### config.mk
export PLATFORM = sky130hd
export DESIGN_NAME = softstart_seq
export DESIGN_NICKNAME = d
export VERILOG_FILES = /design/src/rtl/vseq_pkg.sv /design/src/rtl/thermal_mon.sv /design/src/rtl/tick_div.sv /design/src/rtl/ref_slew.sv /design/src/rtl/softstart_seq.sv
export SDC_FILE = /design/constraint.sdc
export NUM_CORES = 1
export LEC_CHECK = 0
export ABC_AREA = 1
export BUFFER_PORTS_ARGS = -buffer_cell sky130_fd_sc_hd__buf_2
export CORE_MARGIN = 4
export CORE_UTILIZATION = 45
export CTS_BUF_LIST = sky130_fd_sc_hd__clkbuf_16
export CTS_CLUSTER_DIAMETER = 150
export DETAILED_ROUTE_END_ITERATION = 12
export PLACE_DENSITY = 0.62
export SLEW_MARGIN = 15
export SYNTH_ARGS = -nofsm -noshare
export SYNTH_HDL_FRONTEND = slang
export SYNTH_SLANG_ARGS = --single-unit
export TNS_END_PERCENT = 5
### constraint.sdc
create_clock -name clk -period 4.19 [get_ports clk]
set_input_delay 0.838 -clock clk [delete_from_list [all_inputs] [get_ports clk]]
set_output_delay 0.838 -clock clk [all_outputs]
set_load 0.01 [all_outputs]
### src/rtl/vseq_pkg.sv
package vseq_pkg;

   typedef enum logic [1:0] {
      SEQ_OFF    = 2'd0,
      SEQ_ACTIVE = 2'd1,
      SEQ_HOT    = 2'd2
   } seq_state_t;

   localparam int unsigned TGT_MV_00 = 1050;
   localparam int unsigned TGT_MV_10 = 1350;
   localparam int unsigned TGT_MV_11 = 1570;
   localparam int unsigned TGT_MV_01 = 1800;
   localparam int unsigned TGT_MV_MAX = 1800;

   // bit 0 idles low, bit 1 idles high; the code order is not binary
   function automatic int unsigned sel_to_mv(input logic [1:0] sel);
      case (sel)
         2'b00:   return TGT_MV_00;
         2'b10:   return TGT_MV_10;
         2'b11:   return TGT_MV_11;
         default: return TGT_MV_01;
      endcase
   endfunction

endpackage

### src/rtl/thermal_mon.sv
module thermal_mon #(
   parameter int unsigned TEMP_W   = 8,
   parameter int unsigned TRIP_HOT = 160,
   parameter int unsigned TRIP_OK  = 135
) (
   input  logic              clk,
   input  logic              rst_n,
   input  logic [TEMP_W-1:0] temp_i,
   output logic              trip_now_o,
   output logic              hot_q_o
);
   localparam logic [TEMP_W-1:0] HOT_C = TEMP_W'(TRIP_HOT);
   localparam logic [TEMP_W-1:0] OK_C  = TEMP_W'(TRIP_OK);

   generate
      if (TRIP_OK >= TRIP_HOT) begin : g_bad_band
         $error("thermal_mon: recovery point must lie below trip point");
      end
      if (TRIP_HOT >= (1 << TEMP_W)) begin : g_bad_width
         $error("thermal_mon: trip point does not fit TEMP_W");
      end
   endgenerate

   logic hot_q;

   always_comb begin
      trip_now_o = (temp_i > HOT_C) || (hot_q && (temp_i >= OK_C));
   end

   always_ff @(posedge clk or negedge rst_n) begin
      if (!rst_n) hot_q <= 1'b0;
      else        hot_q <= trip_now_o;
   end

   assign hot_q_o = hot_q;

   assert_trip_cause_R6: assert property (@(posedge clk) disable iff (!rst_n)
      $rose(hot_q) |-> ($past(temp_i) > HOT_C));

   assert_hold_band_R7: assert property (@(posedge clk) disable iff (!rst_n)
      (hot_q && (temp_i >= OK_C)) |=> hot_q);

endmodule

### src/rtl/tick_div.sv
module tick_div #(
   parameter int unsigned TICK_DIV = 208
) (
   input  logic clk,
   input  logic rst_n,
   input  logic active_i,
   output logic tick_o
);
   generate
      if (TICK_DIV < 1) begin : g_bad_div
         $error("tick_div: TICK_DIV must be at least 1");
      end

      if (TICK_DIV == 1) begin : g_every
         assign tick_o = active_i;
      end else begin : g_count
         localparam int unsigned CNT_W = $clog2(TICK_DIV);
         localparam logic [CNT_W-1:0] LAST = CNT_W'(TICK_DIV - 1);
         logic [CNT_W-1:0] cnt_q;

         always_ff @(posedge clk or negedge rst_n) begin
            if (!rst_n)             cnt_q <= '0;
            else if (!active_i)     cnt_q <= '0;
            else if (cnt_q == LAST) cnt_q <= '0;
            else                    cnt_q <= cnt_q + 1'b1;
         end

         assign tick_o = active_i && (cnt_q == LAST);

         assert_tick_spacing_R3: assert property (@(posedge clk) disable iff (!rst_n)
            tick_o |=> !tick_o);
      end
   endgenerate

endmodule

### src/rtl/ref_slew.sv
module ref_slew #(
   parameter int unsigned REF_W   = 11,
   parameter int unsigned STEP_MV = 1
) (
   input  logic             clk,
   input  logic             rst_n,
   input  logic             clear_i,
   input  logic             tick_i,
   input  logic [REF_W-1:0] target_i,
   output logic [REF_W-1:0] ref_o
);
   localparam logic [REF_W-1:0] STEP_C = REF_W'(STEP_MV);

   generate
      if (STEP_MV < 1 || STEP_MV >= (1 << REF_W)) begin : g_bad_step
         $error("ref_slew: STEP_MV out of range");
      end
   endgenerate

   logic [REF_W-1:0] ref_q;
   logic [REF_W-1:0] ref_d;
   logic [REF_W-1:0] gap;

   always_comb begin
      gap   = (ref_q < target_i) ? (target_i - ref_q) : (ref_q - target_i);
      ref_d = ref_q;
      if (ref_q < target_i)
         ref_d = (gap > STEP_C) ? (ref_q + STEP_C) : target_i;
      else if (ref_q > target_i)
         ref_d = (gap > STEP_C) ? (ref_q - STEP_C) : target_i;
   end

   always_ff @(posedge clk or negedge rst_n) begin
      if (!rst_n)       ref_q <= '0;
      else if (clear_i) ref_q <= '0;
      else if (tick_i)  ref_q <= ref_d;
   end

   assign ref_o = ref_q;

   function automatic logic [REF_W-1:0] absdiff(input logic [REF_W-1:0] a,
                                               input logic [REF_W-1:0] b);
      return (a > b) ? (a - b) : (b - a);
   endfunction

   assert_slew_bound_R5: assert property (@(posedge clk) disable iff (!rst_n)
      !clear_i |=> (absdiff(ref_q, $past(ref_q)) <= STEP_C));

   assert_hold_no_tick_R3: assert property (@(posedge clk) disable iff (!rst_n)
      (!clear_i && !tick_i) |=> $stable(ref_q));

endmodule

### src/rtl/softstart_seq.sv
module softstart_seq
   import vseq_pkg::*;
#(
   parameter int unsigned REF_W    = 11,
   parameter int unsigned TEMP_W   = 8,
   parameter int unsigned TICK_DIV = 208,
   parameter int unsigned STEP_MV  = 1,
   parameter int unsigned TRIP_HOT = 160,
   parameter int unsigned TRIP_OK  = 135
) (
   input  logic              clk,
   input  logic              rst_n,
   input  logic              enable_i,
   input  logic [1:0]        vsel_i,
   input  logic [TEMP_W-1:0] temp_i,
   output logic [REF_W-1:0]  ref_code_o,
   output logic              run_o,
   output logic              fault_o
);
   localparam logic [REF_W-1:0] MAX_C = REF_W'(TGT_MV_MAX);

   generate
      if (TGT_MV_MAX >= (1 << REF_W)) begin : g_bad_ref
         $error("softstart_seq: REF_W too narrow for the largest target");
      end
   endgenerate

   seq_state_t       state_q, state_d;
   logic             trip_now;
   logic             hot_q;
   logic             tick;
   logic [REF_W-1:0] target;

   thermal_mon #(
      .TEMP_W  (TEMP_W),
      .TRIP_HOT(TRIP_HOT),
      .TRIP_OK (TRIP_OK)
   ) u_therm (
      .clk       (clk),
      .rst_n     (rst_n),
      .temp_i    (temp_i),
      .trip_now_o(trip_now),
      .hot_q_o   (hot_q)
   );

   always_comb begin
      if (trip_now)      state_d = SEQ_HOT;
      else if (!enable_i) state_d = SEQ_OFF;
      else               state_d = SEQ_ACTIVE;
   end

   always_ff @(posedge clk or negedge rst_n) begin
      if (!rst_n) state_q <= SEQ_OFF;
      else        state_q <= state_d;
   end

   tick_div #(
      .TICK_DIV(TICK_DIV)
   ) u_div (
      .clk     (clk),
      .rst_n   (rst_n),
      .active_i(state_q == SEQ_ACTIVE),
      .tick_o  (tick)
   );

   assign target = REF_W'(sel_to_mv(vsel_i));

   ref_slew #(
      .REF_W  (REF_W),
      .STEP_MV(STEP_MV)
   ) u_slew (
      .clk     (clk),
      .rst_n   (rst_n),
      .clear_i (state_d != SEQ_ACTIVE),
      .tick_i  (tick),
      .target_i(target),
      .ref_o   (ref_code_o)
   );

   assign run_o   = (state_q == SEQ_ACTIVE);
   assign fault_o = hot_q;

   assert_run_off_fault_R6: assert property (@(posedge clk) disable iff (!rst_n)
      fault_o |-> !run_o);

   assert_disable_R1: assert property (@(posedge clk) disable iff (!rst_n)
      !enable_i |=> (!run_o && (ref_code_o == '0)));

   assert_ceiling_R4: assert property (@(posedge clk) disable iff (!rst_n)
      ref_code_o <= MAX_C);

   assert_start_zero_R2: assert property (@(posedge clk) disable iff (!rst_n)
      $rose(run_o) |-> (ref_code_o == '0));

endmodule

==> out/metrics.yaml, run 1 <==
hold_path:
  hold-path-endpoint: "u_div.g_count.cnt_q[0]$_DFF_PN0_"
  holdPathStages: 1
  hp-class: "reg2reg"
  min_from: "u_div.g_count.cnt_q[0]$_DFF_PN0_"
finish:
  fin_nets: 474
  area_delta_synth_final_pct: 9.53
  final_cell_mix: "nand2_1 (131), inv_1 (66), nor2_1 (32), nand3_1 (32), buf_2 (25)"
  post-route-cell-area_sq_mm: 0.00289
  drive_gt1_share_pct: 12.2
  layout_commonest_cell: "nand2_1"
  antennaDiodeCount: 0
  final_util_pct: 51.5
  layout.cells.non_filler: 507
route:
  postRouteAntennaNets: 0
  vias: 2620
  finalWirelength_microns: 7030
  first_pass_iters: 5
  drtIter0Drc: 143
  vias_per_cell: 5.17
  drc: 0
  wl_per_cell_microns: 13.9
sta:
  setup_viol: 0
  fin_ws_ns: 0.670
  tightest_slew_ns: 0.483
  fmax_mhz: 284
  hold_viol_final: 0
  final.setup.tns_ns: 0
  whs_ns: 0.455
  max-slew-margin-rel_pct: 67.8
  period_share_pct: 84.0
  timing.final.crit_period_ns: 3.52
  slew_viol_final: 0
  rsz0062_at_grt: "no"
  clock-skew-final_ns: 0.00335
clocking:
  path_clk_slew_ns: 0.06
  cts_sinks: 21
  clock_path_buffers: 2
  cts_max_level: 1
  cts_made_buffers: 3
  clkLatencyLatePin_ns: 0.25
  root_buffer: "clkbuf_16"
  cts_tree: "done"
  cts_hold_buf: 0
  cts_resized: 0
  cts_setup_buffers: 0
setup_path:
  cp.required_ns: 4.38
  rr_worst_depth: 16
  crit_path_max_fanout: 15
  reg2reg_setup_slack_ns: 1.31
  regToRegEndpoint: "u_slew.ref_o[4]$_DFFE_PN0P_"
  crit_path_end_kind: "flop"
  cp.arrival_ns: 3.71
  r2r-start: "u_slew.ref_o[1]$_DFFE_PN0P_"
  crit_path_start_kind: "input port"
  critPathKind: "in2reg"
synth:
  synth-edff-count: 0
  netlist.area_leader.share_pct: 19.9
  ys_async_sr_fraction_pct: 100
  synthCells: 412
  ys_ff_latch: 21
  ys_warn_count: 0
  synth_top_flop_cell: "dfrtp_1"
  yosysTopAreaCell: "dfrtp_1"
  synth.distinct_cells: 35
  syn_nets: 450
  ys_top_cells_by_area: "dfrtp_1 (20%), nand2_1 (19%), ha_1 (11%)"
  synth_area_per_cell_sq_um: 6.40
  seq_area_frac_synth_pct: 19.9
  syn-cell-area_sq_mm: 0.00264
floorplan:
  die_y_microns: 84.6
  start_util_pct: 47.1
  ios: 26
  die_area_sq_mm: 0.00715
  core_sq_mm: 0.00561
  std_cell_rows: 27
  die_w_microns: 84.6
grt:
  grt_pass1_wl_microns: 12100
  grt_max_degree: 22
  antenna_found_initial: 0
  grt.overflow.total: 0
  grt_pass1_vias: 2545
  grt_usage_pct: 20.4
power:
  clkPwrFrac_pct: 36.2
  pwr_density_cell_mw_per_mm2: 193
  power_frac_seq_pct: 37.0
  power_frac_comb_pct: 26.8
  intPower_mw: 0.381
  switchingPower_mw: 0.176
  ir_drop_mv: 0.230
  leakagePower_nw: 1.61
  power_mw: 0.558
  p_sw_share_pct: 31.6
placement:
  place_ws_ns: 0.442
  placed_area_sq_mm: 0.00281
  dp_hpwl_microns: 5680
  gp_congestion: 0.939
  dp_cells: 503
  io_buffers: 25
job:
  cap_violations: 0
outcome:
  status: "complete, no violations"
## per-layer routing
| layer | track usage (%) | share of wire, % |
|---|---|---|
| met3 | 2.65 | 5.2 |
| met1 | 28.2 | 47 |
| met5 | 0 | 0 |
| met2 | 33.2 | 46 |
| met4 | 5.90 | 2.0 |
## worst max-delay path by stage
stage | startpoint | endpoint | slack (ns) | depth (start not counted)
floorplan | vsel_i[0] | u_slew.ref_o[0]$_DFFE_PN0P_ | 1.15 | 17
global route | vsel_i[0] | u_slew.ref_o[8]$_DFFE_PN0P_ | 0.43 | 20
global placement | vsel_i[0] | u_slew.ref_o[0]$_DFFE_PN0P_ | 0.46 | 19
CTS | vsel_i[0] | u_slew.ref_o[4]$_DFFE_PN0P_ | 0.69 | 20
finish | vsel_i[0] | u_slew.ref_o[4]$_DFFE_PN0P_ | 0.67 | 20
detailed placement | vsel_i[0] | u_slew.ref_o[4]$_DFFE_PN0P_ | 0.44 | 20
## critical path, stage by stage
cell and delay, ns:
buf_2 0.15, inv_1 0.13, ha_1 0.26, nor2_1 0.17, inv_1 0.06, ha_1 0.42
nand2_2 0.13, nor2_2 0.13, nand3_2 0.11, nand3_4 0.18, inv_4 0.12, nand2_1 0.09
nand2_1 0.05, nand2_1 0.11, nand3_4 0.11, nor2_8 0.19, nand3_4 0.15, nand2_1 0.10
nand3_1 0.08, nand2_1 0.10
## sequential cells by signal, summed over array words and instances (netlist names)
register	flops
u_slew.ref_o	11
u_div.g_count.cnt_q	8
state_q	2
## synthesized netlist by cell type (all sizes together), types with 6 or more instances
| cell type | instances |
|---|---|
| nand3 | 37 |
| inv | 70 |
| a21oi | 10 |
| o21ai | 19 |
| nor3 | 8 |
| xor2 | 14 |
| dfrtp | 21 |
| ha | 23 |
| buf | 6 |
| nand4 | 13 |
| nor2 | 38 |
| nand2 | 137 |
## cells by family (layout without fill, tap and decap cells)
logic type / after synthesis / count (layout) / synth area share, %
XOR/XNOR: 15 / 15 / 4.98
AND/OR/NAND/NOR: 235 / 235 / 41.5
multiplexers: 1 / 1 / 0.379
buffers and inverters: 78 / 101 / 12.2
flip-flops: 21 / 21 / 19.9
adder cells (fa/ha/maj): 25 / 25 / 12.4
AO/OA/AOI/OAI: 37 / 37 / 8.58
## power groups by stage
| stage | Combinational [mW] | Clock, mW | Sequential, mW |
|---|---|---|---|
| final | 0.150 | 0.202 | 0.206 |
| after detailed placement | 0.149 | 0 | 0.210 |
| after CTS | 0.150 | 0.209 | 0.206 |
| after global placement | 0.148 | 0 | 0.210 |
| after global routing | 0.169 | 0.218 | 0.207 |
| after floorplan | 0.110 | 0 | 0.210 |
## area by class of cell
type                            instances  area, sq um
Fill cell                             593         2720
Inverter                               71          272
Tap cell                               72         90.1
Timing Repair Buffer                   26          133
Clock buffer                            3         75.1
Sequential cell                        21          526
Clock inverter                          1         5.00
Multi-Input combinational cell        313         1790
(Power assumes the default switching activity.)
==> run 2: changes to the inputs <==
- ABC_AREA: 1 -> 0
- PLACE_DENSITY: 0.62 -> 0.65
- clock period: 4.19 -> 3.2 ns (I/O delays scaled with it)
==> out/metrics.yaml, run 2 <==
outcome:
  status: "finished, violations left"
  violations: "setup timing"
synth:
  synth_area_per_cell_sq_um: 7.97  # +24%
  syn_nets: 339  # -25%
  netlist.area_leader.share_pct: 21.9  # +2.0 points
  syn-cell-area_sq_mm: 0.00240  # -9.1%
  synth_common_cells: "ha_1 (23), inv_1 (23), nor2_1 (22), dfrtp_1 (21), nand3_1 (20)"
  seq_area_frac_synth_pct: 21.9  # +2.0 points
  ys_async_sr_fraction_pct: 100  # unchanged
  ys_warn_count: 0  # unchanged
  synth_top_flop_cell: "dfrtp_1"
  synth-edff-count: 0  # unchanged
  ys_ff_latch: 21  # unchanged
  yosysTopAreaCell: "dfrtp_1"
  synth.distinct_cells: 60  # +71%
  synthCells: 301  # -27%
  ys_top_cells_by_area: "dfrtp_1 (22%), ha_1 (12%), nand3_1 (4.2%)"
clocking:
  cts_sinks: 21  # unchanged
  cts_hold_buf: 0  # unchanged
  cts_tree: "done"
  cts_max_level: 1  # unchanged
  path_clk_slew_ns: 0.06  # about the same
  clock_path_buffers: 2  # unchanged
  cts_made_buffers: 3  # unchanged
  root_buffer: "clkbuf_16"
  clkLatencyLatePin_ns: 0.26  # about the same
finish:
  fin_nets: 440  # -7.2%
  nFillCells: 432  # -27%
  area_delta_synth_final_pct: 48.9
  post-route-cell-area_sq_mm: 0.00357  # +24%
  final_cell_mix: "buf_4 (78), buf_2 (23), nor2_1 (21), dfrtp_1 (21), nand3_1 (19)"
  largest_reg_flops: 11  # unchanged
  drive_gt1_share_pct: 40.1  # +28 points
  antennaDiodeCount: 0  # unchanged
  final_util_pct: 69.5  # +18 points
  layout_commonest_cell: "buf_4"
  layout.cells.non_filler: 471  # -7.1%
grt:
  grt_pass1_vias: 2801  # +10%
  grt_pass1_wl_microns: 13700  # +14%
  grt_max_degree: 22  # unchanged
  grt_usage_pct: 26.7  # +6.3 points
  grt.overflow.total: 0  # unchanged
  antenna_found_initial: 0  # unchanged
setup_path:
  crit_path_max_fanout: 6  # -9
  cp-startpoint: "vsel_i[1]"
  crit_path_end_kind: "flop"
  rr_worst_depth: 16  # unchanged
  critPathKind: "in2reg"
  crit_path_start_kind: "input port"
  r2r-start: "u_slew.ref_o[1]$_DFFE_PN0P_"
  reg2reg_setup_slack_ns: -0.24  # -1.55 ns
  crit_path_cell_trace: "buf_8 -> buf_6 -> ha_4 -> inv_2 -> buf_6 -> fa_2 -> a21o_1 -> and3_4 -> o31ai_4 -> buf_6 -> mux2i_4 -> xnor2_2 -> nor3_2 -> nand3_4 -> buf_4 -> buf_16 -> a32oi_1 -> nand3_1"
  cp.required_ns: 3.33  # -1.05 ns
  cp_slowest_cell: "fa_2"
  cpPeakStageDelay_ns: 0.36  # -0.06 ns
  cpMostUsedCell: "buf_6"
  cp.arrival_ns: 3.77  # +0.06 ns
  regToRegEndpoint: "u_slew.ref_o[9]$_DFFE_PN0P_"
placement:
  gp_congestion: 0.952  # +1.4%
  io_buffers: 25  # unchanged
  placed_area_sq_mm: 0.00312  # +11%
  place_ws_ns: -0.825  # -1.27 ns
  dp_hpwl_microns: 5820  # +2.5%
  dp_cells: 457  # -9.1%
floorplan:
  core_sq_mm: 0.00514  # -8.3%
  std_cell_rows: 26  # -3.7%
  ios: 26  # unchanged
  start_util_pct: 46.7  # -0.37 points
  die_y_microns: 81.0  # -4.2%
  die_area_sq_mm: 0.00657  # -8.2%
  die_w_microns: 81.0  # -4.2%
sta:
  rsz0062_at_grt: "yes"
  slew_viol_final: 0  # unchanged
  timing.final.crit_period_ns: 3.64
  period_share_pct: 114
  setup_viol: 11  # +11
  fin_ws_ns: -0.440  # -1.11 ns
  max-slew-margin-rel_pct: 67.7  # -0.13 points
  tightest_slew_ns: 0.485  # +0.00191 ns
  hold_viol_final: 0  # unchanged
  clock-skew-final_ns: 0.00157  # -0.00178 ns
  fmax_mhz: 275
route:
  postRouteAntennaNets: 0  # unchanged
  drc: 0  # unchanged
  first_pass_iters: 4  # -1
  finalWirelength_microns: 8230  # +17%
  vias: 2746  # +4.8%
  wl_per_cell_microns: 17.5  # +26%
  drtIter0Drc: 140  # -2.1%
  vias_per_cell: 5.83  # +13%
power:
  leakagePower_nw: 1.61  # -0.49%
  power_frac_comb_pct: 30.6  # +3.8 points
  ir_drop_mv: 0.209  # -9.4%
  clkPwrFrac_pct: 34.4  # -1.8 points
  power_mw: 0.775  # +39%
  pwr_density_cell_mw_per_mm2: 217  # +12%
  p_sw_share_pct: 29.2  # -2.5 points
  intPower_mw: 0.549  # +44%
  power_frac_seq_pct: 35.0  # -2.0 points
  switchingPower_mw: 0.226  # +28%
job:
  cap_violations: 0  # unchanged
hold_path:
  hp-class: "in2async"
[run 2: changes by cell type after synthesis, moves of 8 or more]
cell,before,now
inv_1,66,23
nand2_1,131,18
nand4_1,13,2
nor3_1,8,16
nand3_1,32,20
nor2_1,32,22
xor2_1,14,4
[run 2: how the worst max path moves through the flow]
stage	endpoint	slack [ns]	depth (start not counted)
2_1_floorplan	u_slew.ref_o[2]$_DFFE_PN0P_	-0.48	15
3_3_place_gp	u_slew.ref_o[2]$_DFFE_PN0P_	-0.71	14
3_5_place_dp	u_slew.ref_o[2]$_DFFE_PN0P_	-0.82	17
4_1_cts	u_slew.ref_o[2]$_DFFE_PN0P_	-0.27	17
5_1_grt	u_slew.ref_o[9]$_DFFE_PN0P_	-0.55	18
6_report	u_slew.ref_o[9]$_DFFE_PN0P_	-0.44	18
[run 2: logic make-up (layout without fill, tap and decap cells)]
| kind of cell | Yosys count | in the layout | share of synthesized area (%) |
|---|---|---|---|
| AND/OR/NAND/NOR | 124 | 124 | 28.1 |
| AO/OA/AOI/OAI | 75 | 75 | 22.8 |
| buffers and inverters | 40 | 140 | 7.46 |
| adder cells (fa/ha/maj) | 25 | 25 | 13.7 |
| flip-flops | 21 | 21 | 21.9 |
| XOR/XNOR | 12 | 12 | 4.38 |
| multiplexers | 4 | 4 | 1.67 |
[run 2: metal layers]
| metal | routed length (microns) | up-vias | track usage [%] |
|---|---|---|---|
| li1 | - | 1303 | - |
| met1 | 3610 | 1317 | 34.0 |
| met2 | 3930 | 95 | 45.4 |
| met3 | 369 | 31 | 3.77 |
| met4 | 325 | 0 | 10.3 |
| met5 | 0 | - | 0 |
[run 2: layout make-up]
type / instances / area, sq um / share of cell area (%)
Clock buffer: 3 / 75.1 / 2.10
Clock inverter: 1 / 5.00 / 0.140
Timing Repair Buffer: 112 / 857 / 24.0
Multi-Input combinational cell: 240 / 1930 / 53.9
Inverter: 24 / 97.6 / 2.73
Sequential cell: 21 / 526 / 14.7
Tap cell: 70 / 87.6 / 2.45
[run 2: critical path, delay by kind of cell]
kind	cells	cell delay [ns]
multiplexers	1	0.24
XOR/XNOR	1	0.11
AO/OA/AOI/OAI	3	0.70
buffers and inverters	7	0.87
AND/OR/NAND/NOR	4	0.70
adder cells (fa/ha/maj)	2	0.50
[run 2: what timing repair did]
item	in CTS	in global routing
pin swaps	24	6
setup endpoints to repair	11	11
setup buffers	7	2
gates cloned	1	0
resized for setup	43	9
[run 2: stage by stage]
stage                     hold WS (ns)  setup TNS (ns)
after floorplan                  0.344           -3.90
after global placement           0.480           -6.79
after detailed placement         0.492           -7.96
after CTS                        0.353           -2.24
after global routing             0.387           -5.47
final                            0.339           -4.43
[run 2: power groups by stage]
stage               clock network, mW  logic [mW]  registers [mW]
floorplan                           0       0.109           0.276
global placement                    0       0.194           0.275
detailed placement                  0       0.198           0.276
CTS                             0.273       0.219           0.271
global route                    0.282       0.258           0.271
finish                          0.267       0.237           0.271
